$ cat src/rtl/poly_pkg.sv
package poly_pkg;

  // Bits needed for cmax * (1 + xmax + xmax^2), the worst-case result.
  function automatic int result_width(int xw, int cw);
    longint xm;
    longint cm;
    longint mx;
    int     w;
    xm = (longint'(1) << xw) - 1;
    cm = (longint'(1) << cw) - 1;
    mx = cm * (1 + xm + xm * xm);
    w  = 0;
    while (mx > 0) begin
      w++;
      mx = mx >> 1;
    end
    return w;
  endfunction

endpackage

$ cat src/rtl/poly_square.sv
module poly_square #(
  parameter int XW = 8,
  localparam int SQW = 2 * XW
) (
  input  logic [XW-1:0]  op_i,
  output logic [SQW-1:0] sq_o
);

  always_comb begin
    sq_o = SQW'(op_i) * SQW'(op_i);
  end

endmodule

$ cat src/rtl/poly_scale.sv
module poly_scale #(
  parameter int          IW   = 8,
  parameter int          OW   = 24,
  parameter int unsigned COEF = 1
) (
  input  logic [IW-1:0] in_i,
  output logic [OW-1:0] prod_o
);

  localparam logic [OW-1:0] K = OW'(COEF);

  generate
    if (COEF == 0) begin : g_zero
      assign prod_o = '0;
    end else if (COEF == 1) begin : g_pass
      assign prod_o = OW'(in_i);
    end else begin : g_mul
      assign prod_o = OW'(in_i) * K;
    end
  endgenerate

endmodule

$ cat src/rtl/poly_accum.sv
module poly_accum #(
  parameter int OW = 24,
  localparam int SW = OW + 2
) (
  input  logic          en_i,
  input  logic [OW-1:0] t0_i,
  input  logic [OW-1:0] t1_i,
  input  logic [OW-1:0] t2_i,
  output logic [OW-1:0] sum_o
);

  logic [SW-1:0] wide_sum;

  always_comb begin
    wide_sum = SW'(t0_i) + SW'(t1_i) + SW'(t2_i);
  end

  always_comb begin
    sum_o = en_i ? wide_sum[OW-1:0] : '0;
  end

  // the guard bits above the result port never carry a value
  always_comb begin
    assert_no_overflow_R3: assert (wide_sum[SW-1:OW] == '0);
  end

endmodule

$ cat src/rtl/quad_poly_eval.sv
module quad_poly_eval
  import poly_pkg::*;
#(
  parameter int C0 = 7,
  parameter int C1 = 13,
  parameter int C2 = 3,
  parameter int XW = 8,
  parameter int CW = 8,
  localparam int RW = result_width(XW, CW)
) (
  input  logic          enable,
  input  logic [XW-1:0] x_in,
  output logic [RW-1:0] y_out
);

  localparam int SQW  = 2 * XW;
  localparam int CMAX = (1 << CW) - 1;
  localparam logic [RW-1:0]  K0     = RW'(C0);
  localparam logic [SQW-1:0] SQ_MAX = SQW'(((1 << XW) - 1) * ((1 << XW) - 1));

  generate
    if (C0 < 0 || C0 > CMAX || C1 < 0 || C1 > CMAX || C2 < 0 || C2 > CMAX) begin : g_bad_coef
      $error("quad_poly_eval: coefficient outside 0..%0d", CMAX);
    end
  endgenerate

  logic [SQW-1:0] sq;
  logic [RW-1:0]  term0;
  logic [RW-1:0]  term1;
  logic [RW-1:0]  term2;

  poly_square #(.XW(XW)) u_square (
    .op_i (x_in),
    .sq_o (sq)
  );

  poly_scale #(.IW(XW), .OW(RW), .COEF(C1)) u_lin (
    .in_i   (x_in),
    .prod_o (term1)
  );

  poly_scale #(.IW(SQW), .OW(RW), .COEF(C2)) u_quad (
    .in_i   (sq),
    .prod_o (term2)
  );

  assign term0 = K0;

  poly_accum #(.OW(RW)) u_accum (
    .en_i  (enable),
    .t0_i  (term0),
    .t1_i  (term1),
    .t2_i  (term2),
    .sum_o (y_out)
  );

  always_comb begin
    if (!enable) begin
      assert_gate_zero_R2: assert (y_out == '0);
    end
    if (enable && x_in == '0) begin
      assert_const_term_R5: assert (y_out == K0);
    end
    if (enable) begin
      assert_lower_bound_R1: assert (y_out >= K0);
    end
    assert_square_bound_R1: assert (sq <= SQ_MAX);
  end

endmodule

$ cat config.mk
export PLATFORM = sky130hd
export DESIGN_NAME = quad_poly_eval
export DESIGN_NICKNAME = d
export VERILOG_FILES = /design/src/rtl/poly_pkg.sv /design/src/rtl/poly_square.sv /design/src/rtl/poly_scale.sv /design/src/rtl/poly_accum.sv /design/src/rtl/quad_poly_eval.sv
export SDC_FILE = /design/constraint.sdc
export NUM_CORES = 1
export LEC_CHECK = 0
export BUFFER_PORTS_ARGS = -buffer_cell sky130_fd_sc_hd__buf_2
export CAP_MARGIN = 20
export CORE_AREA = 2 2 123 101
export DETAILED_ROUTE_END_ITERATION = 12
export DIE_AREA = 0 0 125 103
export PLACE_DENSITY = 0.57
export SETUP_SLACK_MARGIN = 0.02
export SYNTH_ARGS = -nofsm -noshare
export SYNTH_HDL_FRONTEND = slang
export SYNTH_SLANG_ARGS = --single-unit
$ cat constraint.sdc
create_clock -name vclk -period 6.8
set_input_delay 0.34 -clock vclk [all_inputs]
set_output_delay 0.34 -clock vclk [all_outputs]
set_load 0.005 [all_outputs]
==> flow_metrics.py <==
metrics = {
    "placed_design": {
        "port_buffers": 27,
        "gp_congestion": 0.872,
        "hpwlAfterDp_um": 6880,
        "dp_cells": 594,
    },
    "die": {
        "dieArea_um2": 12900,
        "start_util_pct": 29.1,
        "rows": 36,
        "die_w_um": 125,
        "ios": 33,
        "die_h_um": 103,
        "coreArea_um2": 11800,
    },
    "worst_setup_path": {
        "cp-start-kind": "primary input",
        "required_ns": 6.46,
        "crit_arrival_ns": 6.10,
        "end_kind": "output port",
        "cp_max_fo": 7,
        "crit_type": "primary input to output port",
    },
    "global_routing": {
        "grt_pass1_wl_um": 12900,
        "antenna_found_initial": 0,
        "grt_overflow": 0,
        "grtUsageTotal_pct": 11.8,
        "grt_max_degree": 12,
        "first_global_vias": 2776,
    },
    "route": {
        "via_per_inst": 4.70,
        "vias": 2792,
        "initialDrtViolationCount": 107,
        "route.detailed.drc": 0,
        "wl_per_cell_um": 12.8,
        "drtAntennaViolNets": 0,
        "drt_wl_total_um": 7600,
        "drt-pass1-iter-count": 4,
    },
    "synthesis": {
        "syn_area_um2": 3430,
        "synth-adder-area-share_pct": 52.2,
        "synth_top_family_by_area": "adder cells",
        "synth-xor-area-share_pct": 8.69,
        "synth.avg_cell_area_um2": 8.32,
        "synth_cell_types": 40,
        "synthMuxAreaShare_pct": 0.584,
        "yosys_warnings": 0,
        "synth_compound_gate_area_share_pct": 16.1,
        "yosys.area_share.simple_pct": 11.6,
        "syn_inst": 412,
        "ys_seq_area_share_pct": 0,
    },
    "timing": {
        "min_period_ns": 6.44,
        "min_period_over_period_pct": 94.7,
        "fmaxAchievable_mhz": 155,
        "worst_slew_pin_slew_ns": 0.570,
        "slew-limit-headroom_pct": 61.6,
        "hold_viol_final": 0,
        "rsz0062_at_grt": "no",
        "timing.hold.ws_ns": 1.00,
        "finalSetupTns_ns": 0,
        "drv_slew": 0,
        "setup_viol": 0,
    },
    "clock_network": {
        "cts_hold_buf": 0,
        "cts_resized": 0,
        "cts_setup_buffers": 0,
    },
    "worst_hold_path": {
        "hold_depth": 2,
        "hp-class": "primary input to output port",
        "hp-start": "enable",
        "holdPathEnd": "y_out[0]",
    },
    "layout": {
        "syn_to_final_growth_pct": 11.9,
        "nets": 572,
        "fin_cells": 594,
        "final_core_util_pct": 32.5,
        "design.seq.count": 0,
        "ff_latch_area_um2": 0,
        "drive_gt1_share_pct": 12.9,
        "n_fill_cell": 1281,
        "num_antenna_cells": 0,
        "clock_buffer_count": 0,
    },
    "run_status": {
        "status": "complete, no violations",
    },
    "job": {
        "max_cap_viol_count": 0,
    },
}
==> final cells by class <==
class                           instances  area (um^2)  area share [%]
Multi-Input combinational cell        326         3140            81.8
Inverter                               79          297            7.73
Timing Repair Buffer                   37          210            5.48
Tap cell                              152          190            4.96
==> critical path, cell delays in order <==
cell	delay (ns)
buf_2	0.15
nand2_1	0.13
inv_1	0.06
ha_1	0.32
a31o_2	0.27
fa_1	0.51
inv_1	0.06
fa_1	0.51
fa_1	0.55
inv_1	0.04
ha_1	0.29
a21oi_1	0.18
nor2b_2	0.08
a311oi_4	0.32
xnor2_2	0.18
inv_1	0.09
fa_1	0.51
inv_1	0.05
ha_1	0.35
nand4_1	0.19
or2_1	0.28
nor4_2	0.19
a211oi_2	0.08
xor2_1	0.15
nor2_1	0.10
buf_2	0.12
==> Yosys cell counts (all sizes together) <==
master	number	area, um^2
o2111ai	1	8.76
fa	40	801
buf	7	52.6
nor3	7	35.0
xnor2	21	184
a211oi	7	62.6
a41o	1	10.0
xor2	13	114
o31a	1	8.76
nor4	1	6.26
or2	1	6.26
mux2i	2	20.0
nand2	15	56.3
nand2b	4	25.0
conb	1	3.75
or3	2	12.5
a31oi	6	37.5
nor2b	7	46.3
and2	6	37.5
a21oi	19	95.1
ha	79	988
a311oi	1	26.3
o21bai	4	30.0
nand3	2	10.0
o41a	1	11.3
nand4	3	18.8
o21ai	20	104
a31o	2	17.5
o21a	4	37.5
inv	79	297
clkbuf	5	18.8
o41ai	1	16.3
a21o	10	75.1
o31ai	1	12.5
nor2	38	143
==> cell usage in the layout, fill, tap and decap left out, drive strengths merged, types with 2 or more instances in the layout <==
cell / instances
conb: 6
nor3: 7
or3: 2
a21o: 10
o21a: 4
a211oi: 7
fa: 40
nand2b: 4
nor2b: 7
o21bai: 4
ha: 79
o21ai: 20
nand2: 15
a31oi: 6
buf: 37
nor2: 38
mux2i: 2
a31o: 2
nand4: 3
xor2: 13
and2: 6
a21oi: 19
inv: 79
nand3: 2
xnor2: 21
==> stage by stage <==
step                      setup WS, ns  instance area [um^2]
final                            0.361                  3840
after global routing            0.0230                  3840
after CTS                        0.146                  3780
after detailed placement         0.161                  3780
after global placement           0.184                  3780
after floorplan                  0.642                  3450
==> layer usage <==
metal	vias to the layer above	routed length, um	track usage [%]
met2	30	3560	20.8
met3	0	161	0.519
li1	1408	-	-
met5	-	0	0
met4	0	0	0
met1	1354	3880	17.3
==> how the worst max path moves through the flow <==
stage          slack (ns)  cells after the start        end  startpoint
2_1_floorplan        0.64                     24  y_out[15]     x_in[6]
3_3_place_gp         0.18                     25  y_out[15]     x_in[5]
3_5_place_dp         0.16                     26  y_out[15]     x_in[7]
4_1_cts              0.15                     26  y_out[15]     x_in[7]
5_1_grt              0.02                     25  y_out[15]     x_in[5]
6_report             0.36                     26  y_out[15]     x_in[6]
==> kinds of logic (layout without fill, tap and decap cells) <==
| logic type | count (synthesis) | after routing |
|---|---|---|
| xor gates and xnor gates | 34 | 34 |
| other | 1 | 6 |
| muxes | 2 | 2 |
| AOI/OAI and AO/OA | 79 | 79 |
| adders and majority gates | 119 | 119 |
| buffers and inverters | 91 | 116 |
| and+or+nand+nor | 86 | 86 |
Power is not shown: default switching activity piles up to over one toggle a cycle in this logic, so the estimate is an artifact.
